[src/rtl/sdram_seq_pkg.sv]
package sdram_seq_pkg;

    typedef enum logic [2:0] {
        CMD_NOP = 3'd0,
        CMD_PRE = 3'd1,
        CMD_ACT = 3'd2,
        CMD_RD  = 3'd3,
        CMD_WR  = 3'd4
    } mem_cmd_e;

    typedef enum logic [1:0] {
        ST_IDLE   = 2'd0,
        ST_CLOSE  = 2'd1,
        ST_OPEN   = 2'd2,
        ST_ACCESS = 2'd3
    } seq_st_e;

    localparam int NUM_GAPS = 4;
    localparam int GAP_WR  = 0;
    localparam int GAP_WTR = 1;
    localparam int GAP_RP  = 2;
    localparam int GAP_RCD = 3;

endpackage

[src/rtl/sdram_gap_timer.sv]
// Loadable down-counter. Armed in the cycle a command is chosen, it reports
// open one cycle before the earliest legal issue cycle of a dependent command.
module sdram_gap_timer #(
    parameter int GAP = 1
) (
    input  logic clk_i,
    input  logic rst_ni,
    input  logic arm_i,
    output logic open_o
);
    localparam int CW = (GAP < 2) ? 1 : $clog2(GAP + 1);

    logic [CW-1:0] cnt_d, cnt_q;

    always_comb begin
        if (arm_i) begin
            cnt_d = CW'(GAP);
        end else if (cnt_q != '0) begin
            cnt_d = cnt_q - CW'(1);
        end else begin
            cnt_d = cnt_q;
        end
    end

    always_ff @(posedge clk_i) begin
        if (!rst_ni) begin
            cnt_q <= '0;
        end else begin
            cnt_q <= cnt_d;
        end
    end

    assign open_o = (cnt_q <= CW'(1));
endmodule

[src/rtl/sdram_rd_return.sv]
// Delays the read-command marker by CL cycles and gates returned data.
module sdram_rd_return #(
    parameter int CL     = 3,
    parameter int DATA_W = 8
) (
    input  logic              clk_i,
    input  logic              rst_ni,
    input  logic              rd_cmd_i,
    input  logic [DATA_W-1:0] mem_rdata_i,
    output logic              rd_valid_o,
    output logic [DATA_W-1:0] rd_data_o
);
    logic [CL-1:0] pipe_d, pipe_q;

    generate
        if (CL == 1) begin : g_single
            assign pipe_d = rd_cmd_i;
        end else begin : g_chain
            assign pipe_d = {pipe_q[CL-2:0], rd_cmd_i};
        end
    endgenerate

    always_ff @(posedge clk_i) begin
        if (!rst_ni) begin
            pipe_q <= '0;
        end else begin
            pipe_q <= pipe_d;
        end
    end

    assign rd_valid_o = pipe_q[CL-1];
    assign rd_data_o  = rd_valid_o ? mem_rdata_i : '0;
endmodule

[src/rtl/sdram_bank_seq.sv]
module sdram_bank_seq
    import sdram_seq_pkg::*;
#(
    parameter int ROW_W  = 4,
    parameter int COL_W  = 4,
    parameter int DATA_W = 8,
    parameter int T_WR   = 3,
    parameter int T_RP   = 2,
    parameter int T_RCD  = 2,
    parameter int T_WTR  = 4,
    parameter int CL     = 3
) (
    input  logic                   clk_i,
    input  logic                   rst_ni,
    input  logic                   req_i,
    input  logic                   req_we_i,
    input  logic [ROW_W+COL_W-1:0] req_addr_i,
    input  logic [DATA_W-1:0]      req_wdata_i,
    output logic                   ready_o,
    output logic [2:0]             cmd_o,
    output logic [ROW_W-1:0]       cmd_row_o,
    output logic [COL_W-1:0]       cmd_col_o,
    output logic [DATA_W-1:0]      cmd_wdata_o,
    input  logic [DATA_W-1:0]      mem_rdata_i,
    output logic                   rd_valid_o,
    output logic [DATA_W-1:0]      rd_data_o
);
    localparam int ADDR_W = ROW_W + COL_W;
    localparam int GAP_LEN [NUM_GAPS] = '{T_WR, T_WTR, T_RP, T_RCD};

    typedef struct packed {
        seq_st_e           st;
        logic              we;
        logic              hit;
        logic [ROW_W-1:0]  row;
        logic [COL_W-1:0]  col;
        logic [DATA_W-1:0] wdata;
        logic              open_v;
        logic [ROW_W-1:0]  open_row;
        mem_cmd_e          cmd;
        logic [ROW_W-1:0]  cmd_row;
        logic [COL_W-1:0]  cmd_col;
        logic [DATA_W-1:0] cmd_wdata;
    } seq_s;

    seq_s s_d, s_q;

    logic [ROW_W-1:0]    req_row;
    logic [COL_W-1:0]    req_col;
    logic [NUM_GAPS-1:0] gap_arm;
    logic [NUM_GAPS-1:0] gap_open;

    assign req_row = req_addr_i[ADDR_W-1:COL_W];
    assign req_col = req_addr_i[COL_W-1:0];

    // Next-state computation
    always_comb begin
        s_d           = s_q;
        s_d.cmd       = CMD_NOP;
        s_d.cmd_row   = '0;
        s_d.cmd_col   = '0;
        s_d.cmd_wdata = '0;

        unique case (s_q.st)
            ST_IDLE: begin
                if (req_i) begin
                    s_d.we    = req_we_i;
                    s_d.row   = req_row;
                    s_d.col   = req_col;
                    s_d.wdata = req_wdata_i;
                    if (s_q.open_v && (s_q.open_row == req_row)) begin
                        s_d.hit = 1'b1;
                        s_d.st  = ST_ACCESS;
                    end else if (s_q.open_v) begin
                        s_d.hit = 1'b0;
                        s_d.st  = ST_CLOSE;
                    end else begin
                        s_d.hit = 1'b0;
                        s_d.st  = ST_OPEN;
                    end
                end
            end
            ST_CLOSE: begin
                if (gap_open[GAP_WR]) begin
                    s_d.cmd    = CMD_PRE;
                    s_d.open_v = 1'b0;
                    s_d.st     = ST_OPEN;
                end
            end
            ST_OPEN: begin
                if (gap_open[GAP_RP]) begin
                    s_d.cmd      = CMD_ACT;
                    s_d.cmd_row  = s_q.row;
                    s_d.open_v   = 1'b1;
                    s_d.open_row = s_q.row;
                    s_d.st       = ST_ACCESS;
                end
            end
            ST_ACCESS: begin
                // turnaround applies only when no precharge/activate chain preceded
                if (gap_open[GAP_RCD] &&
                    (s_q.we || !s_q.hit || gap_open[GAP_WTR])) begin
                    s_d.cmd     = s_q.we ? CMD_WR : CMD_RD;
                    s_d.cmd_col = s_q.col;
                    if (s_q.we) begin
                        s_d.cmd_wdata = s_q.wdata;
                    end
                    s_d.st = ST_IDLE;
                end
            end
            default: s_d.st = ST_IDLE;
        endcase
    end

    always_ff @(posedge clk_i) begin
        if (!rst_ni) begin
            s_q <= '0;
        end else begin
            s_q <= s_d;
        end
    end

    // Gap timers armed by the command being chosen
    assign gap_arm[GAP_WR]  = (s_d.cmd == CMD_WR);
    assign gap_arm[GAP_WTR] = (s_d.cmd == CMD_WR);
    assign gap_arm[GAP_RP]  = (s_d.cmd == CMD_PRE);
    assign gap_arm[GAP_RCD] = (s_d.cmd == CMD_ACT);

    generate
        for (genvar g = 0; g < NUM_GAPS; g++) begin : g_gap
            sdram_gap_timer #(
                .GAP(GAP_LEN[g])
            ) u_timer (
                .clk_i  (clk_i),
                .rst_ni (rst_ni),
                .arm_i  (gap_arm[g]),
                .open_o (gap_open[g])
            );
        end
    endgenerate

    sdram_rd_return #(
        .CL    (CL),
        .DATA_W(DATA_W)
    ) u_ret (
        .clk_i      (clk_i),
        .rst_ni     (rst_ni),
        .rd_cmd_i   (s_q.cmd == CMD_RD),
        .mem_rdata_i(mem_rdata_i),
        .rd_valid_o (rd_valid_o),
        .rd_data_o  (rd_data_o)
    );

    assign ready_o     = (s_q.st == ST_IDLE);
    assign cmd_o       = s_q.cmd;
    assign cmd_row_o   = s_q.cmd_row;
    assign cmd_col_o   = s_q.cmd_col;
    assign cmd_wdata_o = s_q.cmd_wdata;
endmodule

[config.mk]
export PLATFORM = sky130hd
export DESIGN_NAME = sdram_bank_seq
export DESIGN_NICKNAME = d
export VERILOG_FILES = /design/src/rtl/sdram_seq_pkg.sv /design/src/rtl/sdram_gap_timer.sv /design/src/rtl/sdram_rd_return.sv /design/src/rtl/sdram_bank_seq.sv
export SDC_FILE = /design/constraint.sdc
export NUM_CORES = 1
export LEC_CHECK = 0
export ABC_AREA = 1
export BUFFER_PORTS_ARGS = -buffer_cell sky130_fd_sc_hd__buf_2
export CORE_ASPECT_RATIO = 1.1
export CORE_UTILIZATION = 45
export CTS_CLUSTER_DIAMETER = 30
export DETAILED_ROUTE_END_ITERATION = 10
export GPL_TIMING_DRIVEN = 0
export PLACE_DENSITY_LB_ADDON = 0.12
export SLEW_MARGIN = 20
export SYNTH_ARGS = -nofsm -noshare
export SYNTH_HDL_FRONTEND = slang
export SYNTH_HIERARCHICAL = 1
export SYNTH_SLANG_ARGS = --single-unit
[constraint.sdc]
create_clock -name clk_i -period 3.4 [get_ports clk_i]
set_input_delay 0.34 -clock clk_i [delete_from_list [all_inputs] [get_ports clk_i]]
set_output_delay 0.34 -clock clk_i [all_outputs]
set_load 0.01 [all_outputs]
### Word level (Yosys, flattened, before mapping)

Index checks and enable logic that the tools add are counted.

* equal/unequal tests: 12
* magnitude comparators: 4
* add/subtract/negate cells: 4
* reduce and logical (&&, ||, !) cells: 25
* bitwise logic cells: 1
* mux-type cells: 24

Operator list (count)
* $mux 2: 11
* $mux 20: 1
* $reduce_bool 2->1: 8
* $mux 12: 1
* $mux 3: 4
* $pmux 3 s3: 1
* $reduce_and 3->1: 3
* $mux 8: 1
* $pmux 2 s4: 1
* $reduce_and 4->1: 2
* $eq 3x2->1 const B: 2
* $le 2x1->1 const B: 3
* $reduce_or 2->1: 3
* $sub 2x1->2 const B: 3
* $eq 2x2->1 const B: 2
* $eq 4x4->1: 1
* $ne 2x1->1 const B: 2
* $ne 2x2->1 const B: 2
* $reduce_and 2->1: 2
* $eq 3x1->1 const B: 1
* $eq 3x3->1 const B: 1
* $le 3x1->1 const B: 1
* $mux 1: 3
* $reduce_bool 3->1: 1
* 8 further kinds: 10

* bits in registers: 56
* word-level logic and storage cells: 90

### Depth between registers and ports, before layout

Gate-level depths: netlist (run 1).

* depth after elaboration: 8
* mapped depth: 14

### By module

The synthesis (run 1) kept the hierarchy.

Modules (own cells, without submodules)
* sdram_bank_seq: sequential area each 880.8 µm², cells an instance 229, instances 1, area an instance 1770.4 µm²
* sdram_gap_timer (g_gap[1].u_timer): sequential area each 60.1 µm², cells an instance 30, instances 1, area an instance 193.9 µm²
* sdram_gap_timer (g_gap[2].u_timer ...): sequential area each 40.0 µm², cells an instance 11, instances 2, area an instance 78.8 µm²
* sdram_rd_return: sequential area each 60.1 µm², cells an instance 26, instances 1, area an instance 147.6 µm²
* sdram_gap_timer (g_gap[0].u_timer): sequential area each 40.0 µm², cells an instance 20, instances 1, area an instance 130.1 µm²

### Worst setup path before layout (run 1)

Ideal clock, no wire load.

* kind: reg2reg
* start: register g_gap[1].u_timer.cnt_q[1]
* end: register g_gap[1].u_timer.cnt_q[1]
* period minus slack after synthesis: 1658 ps
* slack: 1742 ps
* stages on the path, launching flop included: 14
* path buffers: 0
* arrival: 1542 ps
* required time: 3284 ps
* cell sequence: dfxtp_1 > inv_1 > ha_1 > a21oi_1 > nor2_1 > nand3b_1 > nand3_2 > inv_1 > nand2_1 > nand2_1 > nor3_1 > nor2_1 > o21ai_0 > nor2_1

* word-level cells in the longest chain between the ends: 7
* elaborated cells on any way between the ends: 9
* those cells by class: 1 x add/sub; 1 x order compare; 1 x eq/ne; 2 x mux; 4 x reduce/logical

RTL lines
* from (decl): RTL line sdram_gap_timer.sv:13 `logic [CW-1:0] cnt_d, cnt_q;`
* from (signal assigned): RTL line sdram_gap_timer.sv:29 `cnt_q <= cnt_d;`
* $le 3x1->1: RTL line sdram_gap_timer.sv:33 `assign open_o = (cnt_q <= CW'(1));`
* named net gap_open[1]: RTL line sdram_bank_seq.sv:51 `logic [NUM_GAPS-1:0] gap_open;`
* $logic_or 1x1->1: RTL line sdram_bank_seq.sv:102 `(s_q.we || !s_q.hit || gap_open[GAP_WTR])) begin`
* $logic_and 1x1->1: RTL line sdram_bank_seq.sv:101 `if (gap_open[GAP_RCD] &&`
* $mux 3: RTL line sdram_bank_seq.sv:101
* $pmux 3 s3: RTL line sdram_bank_seq.sv:64 `unique case (s_q.st)`
* $eq 3x3->1
* named net gap_arm[0]: RTL line sdram_bank_seq.sv:50 `logic [NUM_GAPS-1:0] gap_arm;`
* $reduce_or 2->1 (no line)

The timed path passes the listed nets, and every way through them passes these cells.
A chain may end at the register's enable or synchronous reset.

### Final worst setup path (run 1)

* start: register g_gap[1].u_timer.cnt_q[1]
* end: register g_gap[0].u_timer.cnt_q[1]

* word-level cells in the longest chain between the ends: 7
* elaborated cells on any way between the ends: 8
* those cells by class: 1 x order compare; 1 x eq/ne; 3 x mux; 3 x reduce/logical

RTL lines
* $le 3x1->1 *: RTL line sdram_gap_timer.sv:33
* named net gap_open[1]: RTL line sdram_bank_seq.sv:51
* $logic_or 1x1->1 *: RTL line sdram_bank_seq.sv:102
* $logic_and 1x1->1 *: RTL line sdram_bank_seq.sv:101
* $mux 3 *: RTL line sdram_bank_seq.sv:101
* $pmux 3 s3 *: RTL line sdram_bank_seq.sv:64
* $eq 3x3->1 *: RTL line sdram_bank_seq.sv:124 `assign gap_arm[GAP_WR] = (s_d.cmd == CMD_WR);`
* named net gap_arm[0]: RTL line sdram_bank_seq.sv:50
* $mux 2 / $reduce_bool 2->1 (equally long branches)
* to (signal assigned): RTL line sdram_gap_timer.sv:29
* to (decl): RTL line sdram_gap_timer.sv:13

Mark *: on every way through the listed nets, which the timed path passes. The rest lies on a longest branch.

==> results.sh, run 1 <==
export IMPL_status="finished clean"
export IMPL_grt_pass1_wl_um=7307
export IMPL_grt_met1_usage_pct=18.55
export IMPL_worstPathArrival_ns=2.22
export IMPL_synth_xor_area_share_pct=0
export IMPL_synthSimpleGateAreaFrac_pct=19.55
export IMPL_crit_fanout=4
export IMPL_cts_root_buf="clkbuf_8"
export IMPL_synth_seq_cells=56
export IMPL_cts_setup_buffers=0
export IMPL_critPathCaptureType="flop"
export IMPL_cts_tree="done"
export IMPL_die_w_um=71.63
export IMPL_grtUsageMet3_pct=4.108
export IMPL_power_w=0.001627
export IMPL_antenna_found_initial=0
export IMPL_synth_compound_area_share_pct=10.95
export IMPL_cp_required_ns=3.66
export IMPL_area_growth_pct=20.44
export IMPL_num_antenna_cells=0
export IMPL_wirelength_um=4373
export IMPL_clkLatencyLatePin_ns=0.31
export IMPL_numCtsBuffers=5
export IMPL_fin_ws_ns=1.436
export IMPL_setup_viol=0
export IMPL_syn_inst=327
export IMPL_design_core_area_um2=5067
export IMPL_min_period_ns=1.964
export IMPL_numClockSinks=56
export IMPL_die_area_um2=5629
export IMPL_period_share_pct=57.77
export IMPL_drv_cap=0
export IMPL_rr_startpoint="g_gap[1].u_timer/cnt_q[1]$_SDFFE_PP0P_"
export IMPL_grt_max_degree=19
export IMPL_busiest_layer="met2"
export IMPL_syn_cell_area_um2=2400
export IMPL_avgSynthCellArea_um2=7.339
export IMPL_grtUsageMet2_pct=30.19
export IMPL_fp_dieH_um=78.59
export IMPL_grt_remaining_overflow=0
export IMPL_p_leak_nw=1.578
export IMPL_via_per_inst=4.470
export IMPL_ir_drop_uv=397.2
export IMPL_syn_num_nets=364
export IMPL_cts_resized=0
export IMPL_cp_startpoint="g_gap[1].u_timer/cnt_q[1]$_SDFFE_PP0P_"
export IMPL_yosysWarnings=6
export IMPL_reg2reg_to="g_gap[0].u_timer/cnt_q[1]$_SDFFE_PN0P_"
export IMPL_grt_pass1_vias=1729
export IMPL_r2r_cells=14
export IMPL_gp_congestion=0.8181
export IMPL_final_nets=427
export IMPL_dr_pass1_iters=4
export IMPL_regToRegSetupSlack_ns=1.44
export IMPL_crit_buf_inv=4
export IMPL_max_stage_delay_ns=0.33
export IMPL_clk_pin_slew_worst_paths_ns=0.10
export IMPL_critical_path_top_delay_family="simple AND/OR/NAND/NOR gates"
export IMPL_min_path_type="input pin to flop"
export IMPL_finalHoldViolCount=0
export IMPL_tns_ns=0
export IMPL_io_buffers=56
export IMPL_drc=0
export IMPL_synthAdderAreaFrac_pct=4.692
export IMPL_skew_ns=0.01017
export IMPL_drv_slew=0
export IMPL_fillCellCount=507
export IMPL_worstSetupEndpoint="g_gap[0].u_timer/cnt_q[1]$_SDFFE_PN0P_"
export IMPL_fin_cells=449
export IMPL_dp_slack_ns=1.440
export IMPL_path_class="flop to flop"
export IMPL_drtIter0Drc=65
export IMPL_cp_cell_sequence="inv_1, ha_1, a21oi_1, nor2_1, nand3b_1, nand3_2, inv_1, nand2_1, nand2_1, nor3_1, inv_1, nand3_1, nand2_1, inv_1"
export IMPL_worstSetupStartpointType="flop"
export IMPL_vias=2007
export IMPL_slew_headroom_pct=67.01
export IMPL_rows=27
export IMPL_synth_seq_area_share_pct=46.72
export IMPL_grt_use_total_pct=16.44
export IMPL_wl_per_cell_um=9.739
export IMPL_dp_cells=441
export IMPL_antenna_left=0
export IMPL_drive_gt1_share_pct=24.04
export IMPL_start_util_pct=47.36
export IMPL_synth_top_family_by_area="simple AND/OR/NAND/NOR gates"
export IMPL_cts_buffer_depth=2
export IMPL_rsz0062_at_grt="false"
export IMPL_crit_path_frequent_cell="inv_1"
export IMPL_yosysUniqueCellTypes=22
export IMPL_synth_mux_area_share_pct=0
export IMPL_crit_slowest_cell="dfxtp_1"
export IMPL_cts_hold_repair_buffers=0
export IMPL_cp_num_cells=14
export IMPL_power_density_nw_per_um2=562.8
export IMPL_tightest_slew_ns=0.4948
export IMPL_pin_count=57
export IMPL_fmax_mhz=509.1
export IMPL_dp_hpwl_um=3271
export IMPL_htree_num_levels=2
export IMPL_hold_ws_ns=0.3011
==> routing by layer <==
metal / up-vias / wire [um]
met5: - / 0
met4: 0 / 48
met3: 6 / 185
met2: 40 / 2161
met1: 876 / 1976
li1: 1085 / -
==> power by group <==
part / leakage [nW] / switching [W] / internal [W] / total, W
Combinational: 1.05 / 0.000222 / 0.000137 / 0.000359
Clock: 0.0687 / 0.000218 / 0.000296 / 0.000514
Sequential: 0.457 / 0.0000322 / 0.000721 / 0.000753
Total: 1.58 / 0.000472 / 0.00116 / 0.00163
==> cell type report <==
class                      count  area, um^2  share of cell area, %
sequential                    56        1121                  38.79
clock inverter                 3       68.82                  2.381
clock buffer                   5       68.82                  2.381
tap                           58       72.57                  2.511
inverter                      71       266.5                  9.221
buffer                        25       167.7                  5.801
timing repair buffer          56       280.3                  9.697
multi-input combinational    175       844.6                  29.22
==> worst min path at each step <==
stage | start | end | cells past startpoint
4_1_cts | req_addr_i[3] | s_q[35]$_SDFFE_PN0P_ | 3
5_1_grt | req_wdata_i[5] | s_q[29]$_SDFFE_PN0P_ | 3
6_report | req_addr_i[3] | s_q[35]$_SDFFE_PN0P_ | 3
3_3_place_gp | u_ret/pipe_q[0]$_SDFF_PN0_ | u_ret/pipe_q[1]$_SDFF_PN0_ | 2
3_5_place_dp | u_ret/pipe_q[1]$_SDFF_PN0_ | u_ret/pipe_q[2]$_SDFF_PN0_ | 2
2_1_floorplan | u_ret/pipe_q[0]$_SDFF_PN0_ | u_ret/pipe_q[1]$_SDFF_PN0_ | 2
==> metrics by stage <==
step | instance area, um^2 | utilization [%]
after detailed placement | 2753 | 54.32
after floorplan | 2400 | -
after global routing | 2890 | 57.04
final | 2890 | 57.04
after CTS | 2890 | 57.04
after global placement | 2753 | 54.32
==> placed cells by master (no fill, tap or decap) <==
master,n
nand3b_1,1
inv_2,2
inv_6,1
a21oi_1,21
nand2_2,3
bufinv_16,2
nand3_2,1
clkbuf_8,5
nor3_1,2
clkbuf_1,3
nand4_1,1
dfxtp_1,56
buf_4,19
ha_1,9
nor2_1,39
nand3_1,5
or2_1,1
o22ai_1,4
nand2_1,62
inv_1,69
buf_2,58
buf_1,1
nor2_2,1
a21oi_2,2
o21ai_0,23
==> registers in the layout, summed over array words and instances (netlist names) <==
signal,cells
s_q,25
cmd_col_o,4
cmd_o,3
u_ret/pipe_q,3
g_gap.u_timer/cnt_q,9
cmd_row_o,4
cmd_wdata_o,8
==> cell usage after synthesis (all sizes together) <==
cell / n / area [um^2]
nand2: 65 / 251.5
nand3: 6 / 35.03
ha: 9 / 112.6
buf: 22 / 156.4
a21oi: 23 / 122.6
nand3b: 1 / 7.510
nor2: 40 / 152.6
o21ai: 23 / 115.1
o22ai: 4 / 25.02
clkbuf: 3 / 11.26
nand4: 1 / 6.260
nor3: 2 / 10.01
dfxtp: 56 / 1121
or2: 1 / 6.260
inv: 71 / 266.5
==> kinds of logic (layout without fill, tap and decap cells) <==
kind of cell	count (synthesis)	in the layout
flops	56	56
fa+ha+maj	9	9
simple gates	116	116
buf+inv	96	160
compound gates	50	50
==> tightest hold or removal path: cells and delay by family <==
family / cells / cell delay, ns
buffers and inverters: 1 / 0.07
AOI/OAI and AO/OA: 2 / 0.17
Note: power is estimated with default switching activity, not from simulation.
==> run 2, diff against run 1 <==
Clock period 3.4 ns to 1.6 ns, I/O delays scaled along.
==> run 2 against run 1 <==
The flow now finishes with violations (setup timing). Hold slack worse by 0.19 ns. Count of clock-buffer cells in the layout is 1 higher. Combinational power increased by 140%. Sequential power is 120% higher. Non-clock buffer count up 5. Via count about the same. Wire length grew 3.5%. Core utilization up 0.86 points. Design area grew 1.5%. Power is 100% higher. Global-route usage rose by 0.45 points. Critical path type unchanged.
==> results.sh, run 2 (same netlist as run 1, synthesis figures left out) <==
export IMPL_status="finished, violations left"
export IMPL_violations="setup timing"
export IMPL_p_comb_share_pct=25.8
export IMPL_cts_buffer_depth=2
export IMPL_ir_drop_uv=736.2
export IMPL_min_from="req_addr_i[1]"
export IMPL_p_leak_nw=1.591
export IMPL_tightest_slew_ns=0.4424
export IMPL_vias=2009
export IMPL_grt_remaining_overflow=0
export IMPL_p_seq_share_pct=49.4
export IMPL_grt_use_total_pct=16.88
export IMPL_wirelength_um=4525
export IMPL_r2r_cells=13
export IMPL_area_growth_pct=22.26
export IMPL_top_register="s_q"
export IMPL_cp_required_ns=1.81
export IMPL_clk_pin_slew_worst_paths_ns=0.10
export IMPL_fin_ws_ns=-0.04347
export IMPL_wl_per_cell_um=9.967
export IMPL_worstPathArrival_ns=1.86
export IMPL_setup_viol=6
export IMPL_die_area_um2=5629
export IMPL_period_share_pct=102.7
export IMPL_min_period_ns=1.643
export IMPL_switchingPower_w=0.001037
export IMPL_drtIter0Drc=39
export IMPL_final_util_pct=57.90
export IMPL_drv_slew=0
export IMPL_via_per_inst=4.425
export IMPL_num_antenna_cells=0
export IMPL_dp_slack_ns=-0.2477
export IMPL_cts_root_buf="clkbuf_8"
export IMPL_cts_tree="done"
export IMPL_skew_ns=0.007788
export IMPL_drive_gt1_share_pct=28.79
export IMPL_start_util_pct=47.36
export IMPL_fp_dieH_um=78.59
export IMPL_critPathCaptureType="flop"
export IMPL_path_class="flop to flop"
export IMPL_clkLatencyLatePin_ns=0.31
export IMPL_worstSetupStartpointType="flop"
export IMPL_min_path_type="input pin to flop"
export IMPL_htree_num_levels=2
export IMPL_antenna_left=0
export IMPL_numClockSinks=56
export IMPL_fmax_mhz=608.5
export IMPL_cp_cell_sequence="inv_2, ha_4, a21oi_2, nor2_1, nand3b_1, nand3_2, inv_2, nand2_2, nand2_2, nor3_4, nor2_1, o21ai_1, nor2_1"
export IMPL_max_stage_delay_ns=0.34
export IMPL_rr_startpoint="g_gap[1].u_timer/cnt_q[1]$_SDFFE_PP0P_"
export IMPL_slew_headroom_pct=70.51
export IMPL_pin_count=57
export IMPL_antenna_found_initial=0
export IMPL_grt_max_degree=18
export IMPL_io_buffers=56
export IMPL_hold_path_depth=3
export IMPL_finalHoldViolCount=0
export IMPL_dr_pass1_iters=4
export IMPL_critical_path_top_delay_family="simple AND/OR/NAND/NOR gates"
export IMPL_regToRegSetupSlack_ns=-0.04
export IMPL_reg2reg_to="g_gap[1].u_timer/cnt_q[1]$_SDFFE_PP0P_"
export IMPL_p_int_w=0.002237
export IMPL_grt_pass1_wl_um=7417
export IMPL_design_area_um2=2934
export IMPL_drc=0
export IMPL_die_w_um=71.63
export IMPL_power_density_nw_per_um2=1116
export IMPL_rsz0062_at_grt="true"
export IMPL_crit_slowest_cell="dfxtp_2"
export IMPL_gp_congestion=0.8571
export IMPL_crit_fanout=3
export IMPL_rows=27
export IMPL_crit_path_frequent_cell="nor2_1"
export IMPL_cts_hold_repair_buffers=0
export IMPL_design_core_area_um2=5067
export IMPL_p_sw_share_pct=31.67
export IMPL_clkPwrFrac_pct=24.8
export IMPL_worstHoldEndpoint="s_q[33]$_SDFFE_PN0P_"
export IMPL_layout_cells_most_common_list="inv_1 (66), nand2_1 (59), buf_2 (59), dfxtp_1 (53), nor2_1 (39)"
export IMPL_final_nets=432
export IMPL_grt_pass1_vias=1813
export IMPL_dp_hpwl_um=3274
export IMPL_place_area_um2=2758
export IMPL_drv_cap=0
export IMPL_layout_commonest_cell="inv_1"
export IMPL_power_w=0.003273
export IMPL_crit_buf_inv=2
export IMPL_numCtsBuffers=5
export IMPL_largest_reg_flops=25
## run 2: cell count changes in the layout (fill, tap and decap cells not counted), moves of 2 or more
cell,delta
buf_4,+4
bufinv_16,-2
clkbuf_1,-2
dfxtp_1,-3
dfxtp_2,+3
ha_1,-2
inv_1,-3
inv_2,+3
nand2_1,-3
nand2_2,+3
o21ai_0,-2
o21ai_1,+2
## run 2: layout make-up
cell class | instances | area, um^2
fillers | 501 | 2133
flip-flops and latches | 56 | 1125
plain buffers | 25 | 170.2
clock buffers | 6 | 82.58
clock inverters | 2 | 13.76
multi-input cells | 175 | 882.1
well taps | 58 | 72.57
inverters | 71 | 266.5
repair buffers | 61 | 321.6
## run 2: routing by layer
metal	wire (um)	track usage, %	vias to the layer above
met5	0	0	-
met4	103	8.235	0
met3	144	2.824	9
met2	2213	31.89	35
met1	2064	17.78	872
li1	-	-	1093
## run 2: timing repair
action / CTS / global route
pin swaps: 8 / 5
setup buffers: 4 / 3
setup endpoints to repair: 19 / 37
hold endpoints to repair: 0 / 0
resized for setup: 13 / 7
## run 2: worst max path at each step
stage / startpoint / to / slack, ns / depth (start not counted)
final: g_gap[1].u_timer/cnt_q[1]$_SDFFE_PP0P_ / g_gap[1].u_timer/cnt_q[1]$_SDFFE_PP0P_ / -0.04 / 13
after global routing: g_gap[1].u_timer/cnt_q[1]$_SDFFE_PP0P_ / g_gap[1].u_timer/cnt_q[1]$_SDFFE_PP0P_ / -0.19 / 13
after CTS: g_gap[1].u_timer/cnt_q[1]$_SDFFE_PP0P_ / g_gap[1].u_timer/cnt_q[1]$_SDFFE_PP0P_ / -0.11 / 13
after detailed placement: g_gap[1].u_timer/cnt_q[1]$_SDFFE_PP0P_ / g_gap[1].u_timer/cnt_q[1]$_SDFFE_PP0P_ / -0.25 / 13
after global placement: g_gap[1].u_timer/cnt_q[1]$_SDFFE_PP0P_ / g_gap[1].u_timer/cnt_q[0]$_SDFFE_PP0P_ / -0.24 / 13
after floorplan: g_gap[1].u_timer/cnt_q[1]$_SDFFE_PP0P_ / g_gap[1].u_timer/cnt_q[1]$_SDFFE_PP0P_ / 0.02 / 13
## run 2: power by group through the flow
| stage | Clock, W | Sequential (W) | Combinational [W] |
|---|---|---|---|
| final | 0.000812 | 0.00162 | 0.000844 |
| after global routing | 0.000884 | 0.00163 | 0.000992 |
| after CTS | 0.000848 | 0.00161 | 0.000831 |
| after detailed placement | 0 | 0.00163 | 0.000772 |
| after global placement | 0 | 0.00163 | 0.000752 |
| after floorplan | 0 | 0.00162 | 0.000595 |
## run 2: through the flow
step	setup TNS [ns]	cells	hold WS (ns)
finish	-0.1351	454	0.1158
CTS	-0.4522	452	0.1125
floorplan	0	327	0.2535
global placement	-1.398	441	0.3953
global route	-1.353	454	0.1424
detailed placement	-1.554	441	0.4002
## run 2: worst reg2reg max path: stages (launching register included)
cell and delay, ns:
dfxtp_2 0.34, inv_2 0.05, ha_4 0.15, a21oi_2 0.09
nor2_1 0.06, nand3b_1 0.20, nand3_2 0.10, inv_2 0.04
nand2_2 0.06, nand2_2 0.08, nor3_4 0.16, nor2_1 0.08
o21ai_1 0.08, nor2_1 0.06
